===== src/rtl/pflash_pkg.sv =====
package pflash_pkg;

  // Unlock sequencer positions
  typedef enum logic [2:0] {
    SQ_IDLE,   // waiting for first unlock write
    SQ_U1,     // first unlock byte seen
    SQ_U2,     // second unlock byte seen, command byte next
    SQ_PDATA,  // program armed, target write next
    SQ_E1,     // extended prefix seen, third unlock next
    SQ_E2,     // third unlock seen
    SQ_E3      // fourth unlock seen, final command next
  } seq_st_t;

  // Operation running in the core
  typedef enum logic [1:0] {
    OPK_NONE,
    OPK_PROG,
    OPK_ERASE
  } op_kind_t;

endpackage


===== src/rtl/pflash_bus_capture.sv =====
// Turns strobe levels into single-cycle write events.
module pflash_bus_capture #(
  parameter int unsigned AW = 19,
  parameter int unsigned DW = 8
) (
  input  logic          clk,
  input  logic          rst_n,
  input  logic          ce_n,
  input  logic          we_n,
  input  logic [AW-1:0] addr,
  input  logic [DW-1:0] din,
  output logic          wr_evt,
  output logic [AW-1:0] wr_addr,
  output logic [DW-1:0] wr_data
);

  logic          act;
  logic          act_q;
  logic [AW-1:0] addr_q, addr_d;
  logic [DW-1:0] data_q, data_d;

  // Write window: both strobes low.
  assign act = ~ce_n & ~we_n;

  always_comb begin
    addr_d = addr_q;
    data_d = data_q;
    // Later falling strobe opens the window: take the address once.
    if (act & ~act_q) addr_d = addr;
    // Track data until the earlier rising strobe closes the window.
    if (act) data_d = din;
  end

  always_ff @(posedge clk or negedge rst_n) begin
    if (!rst_n) begin
      act_q  <= 1'b0;
      addr_q <= '0;
      data_q <= '0;
    end else begin
      act_q  <= act;
      addr_q <= addr_d;
      data_q <= data_d;
    end
  end

  assign wr_evt  = act_q & ~act;
  assign wr_addr = addr_q;
  assign wr_data = data_q;

endmodule


===== src/rtl/pflash_cmd_seq.sv =====
// Unlock sequence decoder.
module pflash_cmd_seq
  import pflash_pkg::*;
#(
  parameter int unsigned   AW        = 19,
  parameter int unsigned   DW        = 8,
  parameter logic [AW-1:0] KEY_A1    = 19'h05555,
  parameter logic [AW-1:0] KEY_A2    = 19'h02AAA,
  parameter logic [DW-1:0] KEY_D1    = 8'hAA,
  parameter logic [DW-1:0] KEY_D2    = 8'h55,
  parameter logic [DW-1:0] OP_PROG   = 8'hA0,
  parameter logic [DW-1:0] OP_EXT    = 8'h80,
  parameter logic [DW-1:0] OP_ERASE  = 8'h10,
  parameter logic [DW-1:0] OP_LOCK   = 8'h40
) (
  input  logic          clk,
  input  logic          rst_n,
  input  logic          wr_evt,
  input  logic [AW-1:0] wr_addr,
  input  logic [DW-1:0] wr_data,
  input  logic          core_busy,
  output logic          prog_go,
  output logic          erase_go,
  output logic          lock_go
);

  seq_st_t st_q, st_d;
  logic    key1, key2, at_a1;

  assign key1  = (wr_addr == KEY_A1) && (wr_data == KEY_D1);
  assign key2  = (wr_addr == KEY_A2) && (wr_data == KEY_D2);
  assign at_a1 = (wr_addr == KEY_A1);

  always_comb begin
    st_d     = st_q;
    prog_go  = 1'b0;
    erase_go = 1'b0;
    lock_go  = 1'b0;
    if (wr_evt) begin
      if (core_busy) begin
        st_d = SQ_IDLE;                 // cycles during busy are dropped
      end else begin
        unique case (st_q)
          SQ_IDLE:  st_d = key1 ? SQ_U1 : SQ_IDLE;
          SQ_U1:    st_d = key2 ? SQ_U2 : SQ_IDLE;
          SQ_U2: begin
            if (at_a1 && wr_data == OP_PROG)     st_d = SQ_PDATA;
            else if (at_a1 && wr_data == OP_EXT) st_d = SQ_E1;
            else                                 st_d = SQ_IDLE;
          end
          SQ_PDATA: begin
            prog_go = 1'b1;
            st_d    = SQ_IDLE;
          end
          SQ_E1:    st_d = key1 ? SQ_E2 : SQ_IDLE;
          SQ_E2:    st_d = key2 ? SQ_E3 : SQ_IDLE;
          SQ_E3: begin
            st_d     = SQ_IDLE;
            erase_go = at_a1 && (wr_data == OP_ERASE);
            lock_go  = at_a1 && (wr_data == OP_LOCK);
          end
          default:  st_d = SQ_IDLE;
        endcase
      end
    end
  end

  always_ff @(posedge clk or negedge rst_n) begin
    if (!rst_n) st_q <= SQ_IDLE;
    else        st_q <= st_d;
  end

endmodule


===== src/rtl/pflash_core.sv =====
// Busy timer, folded array, boot lock and read path.
module pflash_core
  import pflash_pkg::*;
#(
  parameter int unsigned AW        = 19,
  parameter int unsigned DW        = 8,
  parameter int unsigned MEM_AW    = 5,
  parameter int unsigned BOOT_LOG2 = 14,
  parameter bit          BOOT_TOP  = 1'b0,
  parameter int unsigned PROG_CYC  = 16,
  parameter int unsigned ERASE_CYC = 48
) (
  input  logic          clk,
  input  logic          rst_n,
  input  logic          prog_go,
  input  logic          erase_go,
  input  logic          lock_go,
  input  logic [AW-1:0] op_addr,
  input  logic [DW-1:0] op_data,
  input  logic [AW-1:0] rd_addr,
  output logic          busy,
  output logic          locked,
  output logic [DW-1:0] rd_data
);

  localparam int unsigned DEPTH   = 1 << MEM_AW;
  localparam int unsigned HALF_AW = MEM_AW - 1;
  localparam int unsigned MAXC    = (PROG_CYC > ERASE_CYC) ? PROG_CYC : ERASE_CYC;
  localparam int unsigned TW      = $clog2(MAXC + 1);

  function automatic logic in_boot(input logic [AW-1:0] a);
    if (BOOT_TOP) return &a[AW-1:BOOT_LOG2];
    else          return ~|a[AW-1:BOOT_LOG2];
  endfunction

  // boot addresses fold to the upper half of the slots
  function automatic logic [MEM_AW-1:0] slot_of(input logic [AW-1:0] a);
    return {in_boot(a), a[HALF_AW-1:0]};
  endfunction

  logic [TW-1:0]     cnt_q, cnt_d;
  op_kind_t          kind_q, kind_d;
  logic [MEM_AW-1:0] idx_q, idx_d;
  logic [DW-1:0]     pat_q, pat_d;
  logic              lock_q, lock_d;
  logic              prog_ok, commit;
  logic [DEPTH-1:0][DW-1:0] cells;

  // a locked boot target never starts
  assign prog_ok = prog_go & ~(lock_q & in_boot(op_addr));
  assign commit  = (cnt_q == TW'(1));

  always_comb begin
    cnt_d  = cnt_q;
    kind_d = kind_q;
    idx_d  = idx_q;
    pat_d  = pat_q;
    lock_d = lock_q | lock_go;          // sticky until reset
    if (cnt_q != '0) begin
      cnt_d = cnt_q - TW'(1);
      if (commit) kind_d = OPK_NONE;
    end else if (prog_ok) begin
      cnt_d  = TW'(PROG_CYC);
      kind_d = OPK_PROG;
      idx_d  = slot_of(op_addr);
      pat_d  = op_data;
    end else if (erase_go) begin
      cnt_d  = TW'(ERASE_CYC);
      kind_d = OPK_ERASE;
      idx_d  = '0;
      pat_d  = '1;                      // status bit 7 reads 0 during erase
    end
  end

  always_ff @(posedge clk or negedge rst_n) begin
    if (!rst_n) begin
      cnt_q  <= '0;
      kind_q <= OPK_NONE;
      idx_q  <= '0;
      pat_q  <= '1;
      lock_q <= 1'b0;
    end else begin
      cnt_q  <= cnt_d;
      kind_q <= kind_d;
      idx_q  <= idx_d;
      pat_q  <= pat_d;
      lock_q <= lock_d;
    end
  end

  for (genvar j = 0; j < int'(DEPTH); j++) begin : g_slot
    localparam bit IS_BOOT = (j >= int'(DEPTH / 2));
    logic [DW-1:0] cell_q, cell_d;
    logic          hit;

    always_comb begin
      hit = 1'b0;
      if (commit) begin
        if (kind_q == OPK_PROG)       hit = (idx_q == MEM_AW'(j));
        else if (kind_q == OPK_ERASE) hit = ~(IS_BOOT & lock_q);
      end
      // program only clears bits; erase sets all
      cell_d = (kind_q == OPK_PROG) ? (cell_q & pat_q) : '1;
    end

    always_ff @(posedge clk or negedge rst_n) begin
      if (!rst_n)   cell_q <= '1;
      else if (hit) cell_q <= cell_d;
    end

    assign cells[j] = cell_q;
  end

  assign busy    = (cnt_q != '0);
  assign locked  = lock_q;
  // polling byte while busy
  assign rd_data = busy ? {~pat_q[DW-1], {(DW-1){1'b0}}} : cells[slot_of(rd_addr)];

endmodule


===== src/rtl/pflash_engine.sv =====
module pflash_engine #(
  parameter int unsigned   AW        = 19,
  parameter int unsigned   DW        = 8,
  parameter int unsigned   MEM_AW    = 5,
  parameter int unsigned   BOOT_LOG2 = 14,
  parameter bit            BOOT_TOP  = 1'b0,
  parameter int unsigned   PROG_CYC  = 16,
  parameter int unsigned   ERASE_CYC = 48,
  parameter logic [AW-1:0] KEY_A1    = 19'h05555,
  parameter logic [AW-1:0] KEY_A2    = 19'h02AAA,
  parameter logic [DW-1:0] KEY_D1    = 8'hAA,
  parameter logic [DW-1:0] KEY_D2    = 8'h55,
  parameter logic [DW-1:0] OP_PROG   = 8'hA0,
  parameter logic [DW-1:0] OP_EXT    = 8'h80,
  parameter logic [DW-1:0] OP_ERASE  = 8'h10,
  parameter logic [DW-1:0] OP_LOCK   = 8'h40
) (
  input  logic          clk,
  input  logic          rst_n,
  input  logic          ce_n,
  input  logic          oe_n,
  input  logic          we_n,
  input  logic [AW-1:0] addr,
  input  logic [DW-1:0] din,
  output logic [DW-1:0] dout,
  output logic          dout_en
);

  logic          rst_meta, rst_sync_n;
  logic          wr_evt;
  logic [AW-1:0] wr_addr;
  logic [DW-1:0] wr_data;
  logic          prog_go, erase_go, lock_go;
  logic          busy, locked;
  logic [DW-1:0] rd_data;

  // Asynchronous assert, synchronous release
  always_ff @(posedge clk or negedge rst_n) begin
    if (!rst_n) begin
      rst_meta   <= 1'b0;
      rst_sync_n <= 1'b0;
    end else begin
      rst_meta   <= 1'b1;
      rst_sync_n <= rst_meta;
    end
  end

  pflash_bus_capture #(.AW(AW), .DW(DW)) u_bus (
    .clk     (clk),
    .rst_n   (rst_sync_n),
    .ce_n    (ce_n),
    .we_n    (we_n),
    .addr    (addr),
    .din     (din),
    .wr_evt  (wr_evt),
    .wr_addr (wr_addr),
    .wr_data (wr_data)
  );

  pflash_cmd_seq #(
    .AW(AW), .DW(DW), .KEY_A1(KEY_A1), .KEY_A2(KEY_A2), .KEY_D1(KEY_D1),
    .KEY_D2(KEY_D2), .OP_PROG(OP_PROG), .OP_EXT(OP_EXT),
    .OP_ERASE(OP_ERASE), .OP_LOCK(OP_LOCK)
  ) u_seq (
    .clk       (clk),
    .rst_n     (rst_sync_n),
    .wr_evt    (wr_evt),
    .wr_addr   (wr_addr),
    .wr_data   (wr_data),
    .core_busy (busy),
    .prog_go   (prog_go),
    .erase_go  (erase_go),
    .lock_go   (lock_go)
  );

  pflash_core #(
    .AW(AW), .DW(DW), .MEM_AW(MEM_AW), .BOOT_LOG2(BOOT_LOG2),
    .BOOT_TOP(BOOT_TOP), .PROG_CYC(PROG_CYC), .ERASE_CYC(ERASE_CYC)
  ) u_core (
    .clk      (clk),
    .rst_n    (rst_sync_n),
    .prog_go  (prog_go),
    .erase_go (erase_go),
    .lock_go  (lock_go),
    .op_addr  (wr_addr),
    .op_data  (wr_data),
    .rd_addr  (addr),
    .busy     (busy),
    .locked   (locked),
    .rd_data  (rd_data)
  );

  // read strobe decode, data forced low when not enabled
  assign dout_en = ~ce_n & ~oe_n & we_n;
  assign dout    = dout_en ? rd_data : '0;

endmodule


===== config.mk =====
export PLATFORM = sky130hd
export DESIGN_NAME = pflash_engine
export DESIGN_NICKNAME = d
export VERILOG_FILES = /design/src/rtl/pflash_pkg.sv /design/src/rtl/pflash_bus_capture.sv /design/src/rtl/pflash_cmd_seq.sv /design/src/rtl/pflash_core.sv /design/src/rtl/pflash_engine.sv
export SDC_FILE = /design/constraint.sdc
export NUM_CORES = 1
export LEC_CHECK = 0
export CAP_MARGIN = 20
export CORE_ASPECT_RATIO = 0.9
export CORE_MARGIN = 4
export CORE_UTILIZATION = 64
export DETAILED_ROUTE_END_ITERATION = 8
export DONT_BUFFER_PORTS = 1
export PLACE_DENSITY = 0.8
export SETUP_SLACK_MARGIN = 0.1
export SLEW_MARGIN = 25
export SYNTH_ARGS = -nofsm -noshare
export SYNTH_HDL_FRONTEND = slang
export SYNTH_HIERARCHICAL = 1
export SYNTH_SLANG_ARGS = --single-unit

===== constraint.sdc =====
create_clock -name clk -period 10.8 [get_ports clk]
set_input_delay 0.54 -clock clk [delete_from_list [all_inputs] [get_ports clk]]
set_output_delay 0.54 -clock clk [all_outputs]
set_load 0.02 [all_outputs]

---- Yosys cells after proc, flatten, opt, wreduce, memory -nomap -nowiden ----
Index checks and enable logic that the tools add are counted.
word-level totals
  word-level logic and storage cells ...... 290
  bits in latches ......................... 0
  output and inout bits ................... 9
  register bits after elaboration ......... 311
  input port bits ......................... 32
  memory bits (read-only) ................. 0
  RAM bits ................................ 0
  memories ................................ 0
cells by class
  $mul .................................... 0
  div/mod/pow operators ................... 0
  equal/unequal tests ..................... 49
  add/subtract/negate cells ............... 1
  shift-type cells ........................ 0
  bitwise operators ....................... 49
  muxes and demuxes ....................... 130
  magnitude comparators ................... 1
  reduce and logical (&&, ||, !) cells .... 17
operators by type and width
  operator                                         count
  two-way mux 8 bit                                37
  bitwise AND 8 bit                                32
  == test 5 bit, second input constant             16
  two-way mux 1 bit                                76
  binary-select mux 8 bit (select 5 bit)           1
  == test 5 x 4 -> 1 bit, second input constant    8
  == test 8 bit, second input constant             3
  == test 5 x 3 -> 1 bit, second input constant    4
  == test 19 x 14 -> 1 bit, second input constant  1
  == test 19 x 15 -> 1 bit, second input constant  1
  two-way mux 6 bit                                3
  == test 8 x 7 -> 1 bit, second input constant    2
  two-way mux 3 bit                                5
  one-hot mux 3 bit (5 select lines)               1
  == test 5 x 2 -> 1 bit, second input constant    2
  two-way mux 2 bit                                5
  two-way mux 5 bit                                2
  OR reduction 5 bit                               2
  == test 3 bit, second input constant             3
  NOT 1 bit                                        9
  == test 8 x 5 -> 1 bit, second input constant    1
  bitwise AND 1 bit                                7
  == test 3 x 2 -> 1 bit, second input constant    2
  == test 6 x 1 -> 1 bit, second input constant    1
  16 further kinds                                 23

---- Longest topological paths before layout ----
  depth in word-level cells ............... 8
  depth in mapped cells ................... 13
  depth with buffers taken out ............ 11

---- By module ----
Netlist, hierarchy kept.
by module, submodules not included
  module              times used  cells an instance  area an instance (um2)  seq. area each (um2)
  pflash_core         1           1158               12938.7                 7287.0
  pflash_bus_capture  1           59                 1048.5                  700.7
  pflash_cmd_seq      1           45                 406.6                   75.1
  pflash_engine       1           12                 161.4                   50.0

---- Worst setup path after synthesis ----
Ideal clock, no wire load.
  path type ............................... input-to-output
  from .................................... in addr[0]
  to ...................................... out dout[1]
  data arrival time ....................... 2.153 ns
  slack ................................... 8.107 ns
  stages .................................. 7
  required time ........................... 10.260 ns
  path buffers ............................ 2
  cell sequence ........................... buf_2 -> buf_2 -> mux4_2 -> mux2_2 -> o21ai_1 -> nor2_1 -> and4bb_2
on the way
  word-level cells in the longest chain between the ends .. 4
ends and longest elaborated chain
  item                                     line                 RTL
  start: declaration                       pflash_engine.sv:23  input logic [AW-1:0] addr,
  binary-select mux 8 bit (select 5 bit)   pflash_core.sv:117   assign rd_data = busy ? {~pat_q[DW-1], {(DW-1){1'b0}}} : cells[slot_of(rd_addr)];
  two-way mux 8 bit (implied by the code)  pflash_core.sv:117
  two-way mux 8 bit                        pflash_core.sv:117
  net rd_data[1]                           pflash_engine.sv:35  logic [DW-1:0] rd_data;
  two-way mux 8 bit                        pflash_engine.sv:95  assign dout = dout_en ? rd_data : '0;
  end: declaration                         pflash_engine.sv:25  output logic [DW-1:0] dout,
The timed path passes the listed nets, and every way through them passes these cells. The select of a mux whose other input is x is not followed.

---- Worst setup path after layout ----
  from .................................... reg u_core.cnt_q[3]
  to ...................................... out dout[4]
on the way
  word-level cells in the longest chain between the ends .. 3
ends and longest elaborated chain
  item                      line                 RTL
  start: declaration        pflash_core.sv:41    logic [TW-1:0] cnt_q, cnt_d;
  start signal: assignment  pflash_core.sv:83    cnt_q <= cnt_d;
  nonzero test 6 bit        pflash_core.sv:114   assign busy = (cnt_q != '0);
  net busy                  pflash_engine.sv:34  logic busy, locked;
  two-way mux 8 bit         pflash_core.sv:117
  net rd_data[4]            pflash_engine.sv:35
  two-way mux 8 bit         pflash_engine.sv:95
The timed path passes the listed nets, and every way through them passes these cells.

==> results.md <==
* Worst-path clk slew at approximately 0.06 ns
* Largest net degree at the start of global routing at 178
* Initial cell density of the core at 0.648
* Top_reg_cell synth: dfstp_2
* Post-DR vias/cell at between 6 and 7
* Sink Count at slightly above 300
* Distinct cell type count after synthesis at 63
* Kind of critical path: reg2out
* Yosys Warn Count at 6
* CORE AREA at around 0.022 mm2
* Total gr overflow at 0
* Mapped cell area at between 0.01 and 0.015 mm2
* P&R area growth vs syn at 8.39%
* CTS tree: built
* Top Ports at between 40 and 50
* EDFF count, synth at 0
* Worst Min Path Start: ce_n
* Clock tree root buffer cell: clkbuf_16
* Final Max Tran Viols at 0
* Hold slack at around 0.17 ns
* Post-route ant nets at 0
* Clk Latency, worst-skew pair at between 0.5 and 0.6 ns
* WL per Instance at roughly 23 um
* Worst Skew at ~0.012 ns
* Max_cap viols at 0
* H-tree levels at 2
* Yosys top cell by area: dfstp_2
* Die width at around 170 um
* CTS Buf Count at 34
* Status: finished, final reports clean
* Initial DRC count at around 900
* Final HPWL from detailed placement at about 20 mm
* Post-Synthesis Cells at about 1300
* Vias in the first global route at 10233
* Synth top area share at 0.477
* Yosys reg bits at between 300 and 400
* FF-to-FF path depth at 8
* DR pass1 iterations at 5
* CP required at approximately 10 ns
* Post-synthesis async set-or-reset flop share at 1.00
* RSZ-0062 raised after global routing: false
* Hold Path Sink: u_bus/act_q
* Syn nets at 1308
* Share of layout cells above drive strength 1 at 0.383
* Setup TNS at 0 ns
* Routed WL at around 35 mm
* Vias post-DR at ~10000
* Fin nets at 1261
* Crit end category: output pin
* Syn avg cell area at roughly 11 um2
* # setup viols final at 0
* Number of port buffers at 0
* Die Area at roughly 0.025 mm2
* Top cells by count, synth: 286 x nand2_1, 264 x dfstp_2, 246 x o21ai_0
* Tcrit/Tclk final at 0.311
* First-pass GRT wire length at about 56 mm
* Sequential share of the synthesized area at 0.557
* Worst hold path type: in2reg
* Hold path depth at 1
* Tot GR Track Use at 0.283
* DIE HEIGHT at between 150 and 200 um
* # fillers at approximately 1600
* DRC viols at 0
* Fmax achieved at 0.298 GHz
* Worst Path Arrival at ~2.8 ns
* Most frequent cell after synthesis: nand2_1
* Area contributors post-synth: dfstp_2 48%, mux4_2 9.3%, o21ai_0 8.5%
* Max Root-Sink Buffers at 3
* Slew HR at 0.343
* Slew @ Worst Pin at around 0.99 ns
* Worst flop-to-flop path startpoint: u_core/cnt_q[3]
* Initial antenna violation count at 0
* Leakage power at ~5.7 nW
* Min Tclk post-route at roughly 3.4 ns
* Reg2Reg Setup Slack at 7.55 ns
* Pwr dens at around 160 mW/mm2
* Worst R2R End: u_core/idx_q[4]
* Final Wtd Congestion at roughly 0.85
* Core Rows at 52
* Fin. Hold Viols at 0
* Peak supply drop at 0.134 mV
* Final core utilization at 0.703
* Kind of start point of the critical path: flop
* Crit-path max FO at 11
[per-stage QoR]
| stage | power, mW | instance area [um2] | instances | setup slack [ns] |
|---|---|---|---|---|
| 3_3_place_gp | 1.29 | 14600 | 1487 | 7.78 |
| 2_1_floorplan | 1.29 | 14600 | 1274 | 1.95 |
| 6_report | 2.46 | 15800 | 1550 | 7.45 |
| 5_1_grt | 2.54 | 15800 | 1549 | 7.35 |
| 4_1_cts | 2.48 | 15800 | 1549 | 7.46 |
| 3_5_place_dp | 1.30 | 14600 | 1487 | 7.65 |
[worst max-delay path: stages (launching register included)]
cell and delay, ns:
dfrtp_1 0.44, nor4_4 0.52, and2_1 0.39, inv_2 0.22, a31oi_1 0.23, o21ai_1 0.09
nor2_1 0.09, and4bb_2 0.32
[layout make-up]
cell class / count / area [um2] / area share
Inverter: 10 / 37.5 / 0.00238
Timing Repair Buffer: 9 / 90.1 / 0.00571
Multi-Input combinational cell: 861 / 6000 / 0.381
Clock inverter: 11 / 109 / 0.00690
Antenna cell: 1 / 2.50 / 0.000159
Clock buffer: 50 / 1040 / 0.0662
Sequential cell: 311 / 8120 / 0.514
Tap cell: 297 / 372 / 0.0236
[worst max-delay path by stage]
| stage | start | endpoint | cells past startpoint |
|---|---|---|---|
| after floorplan | rst_sync_n | u_bus/act_q | 0 |
| after global placement | addr[15] | dout[4] | 6 |
| after detailed placement | u_core/cnt_q[3] | u_core/idx_q[4] | 8 |
| after CTS | u_core/cnt_q[3] | dout[4] | 7 |
| after global routing | u_core/cnt_q[3] | u_core/kind_q[0] | 9 |
| final | u_core/cnt_q[3] | dout[4] | 7 |
[layer usage]
layer	vias to the layer above	wire, um	GRT usage
li1	4408	-	-
met1	5173	14300	0.389
met2	393	16900	0.451
met3	85	2570	0.0493
met4	0	1300	0.126
met5	-	0	0
[cells in the final DEF, fill, tap and decap left out, types with 5 or more instances in the layout]
master | netlist | final
nand3_1 | 8 | 5
clkinv_2 | 0 | 8
nor2b_1 | 7 | 6
buf_4 | 3 | 5
o22a_1 | 9 | 9
dfrtp_1 | 47 | 46
clkbuf_1 | 62 | 6
nor2_1 | 11 | 11
a31oi_1 | 10 | 10
or3_1 | 8 | 8
clkbuf_8 | 0 | 7
inv_1 | 8 | 8
and4bb_2 | 8 | 8
nand2_1 | 286 | 286
or2_2 | 9 | 9
mux4_2 | 60 | 60
o21ai_2 | 8 | 8
nand2b_1 | 16 | 16
a21oi_1 | 6 | 6
mux2i_1 | 36 | 36
dfstp_2 | 264 | 264
o21ai_1 | 14 | 14
nand3_4 | 10 | 12
nand4_1 | 8 | 8
mux2_2 | 38 | 38
clkbuf_16 | 0 | 37
nor3_1 | 6 | 6
o21ai_0 | 246 | 246
[cell families (layout without fill, tap and decap cells)]
group	after synthesis	after routing	share of synthesized area
buffers and inverters	102	80	0.0324
flip-flops	311	311	0.557
adder cells (fa/ha/maj)	2	2	0.00172
AO/OA/AOI/OAI	306	306	0.115
other	1	2	0.000258
XOR/XNOR	1	1	0.000602
multiplexers	134	134	0.147
AND/OR/NAND/NOR	417	417	0.146
[sequential cells by signal, summed over array words and instances (netlist names), 2 cells and up]
signal	count
u_core/cnt_q	6
u_core/pat_q	8
u_core/g_slot.cell_q	256
u_core/kind_q	2
u_bus/wr_data	8
u_core/idx_q	5
u_seq/st_q	3
u_bus/wr_addr	19
[what timing repair did]
item,4_1_cts,5_1_grt
gates resized for setup,0,0
setup buffers,0,0
hold buffers,1,0
hold endpoints to repair,2,0
[report_power, final]
group | internal (mW) | switching (mW)
registers | 1.19 | 0.0227
clock network | 0.719 | 0.464
logic | 0.0353 | 0.0316
total | 1.94 | 0.518
Power figures use the tool's default switching activity.
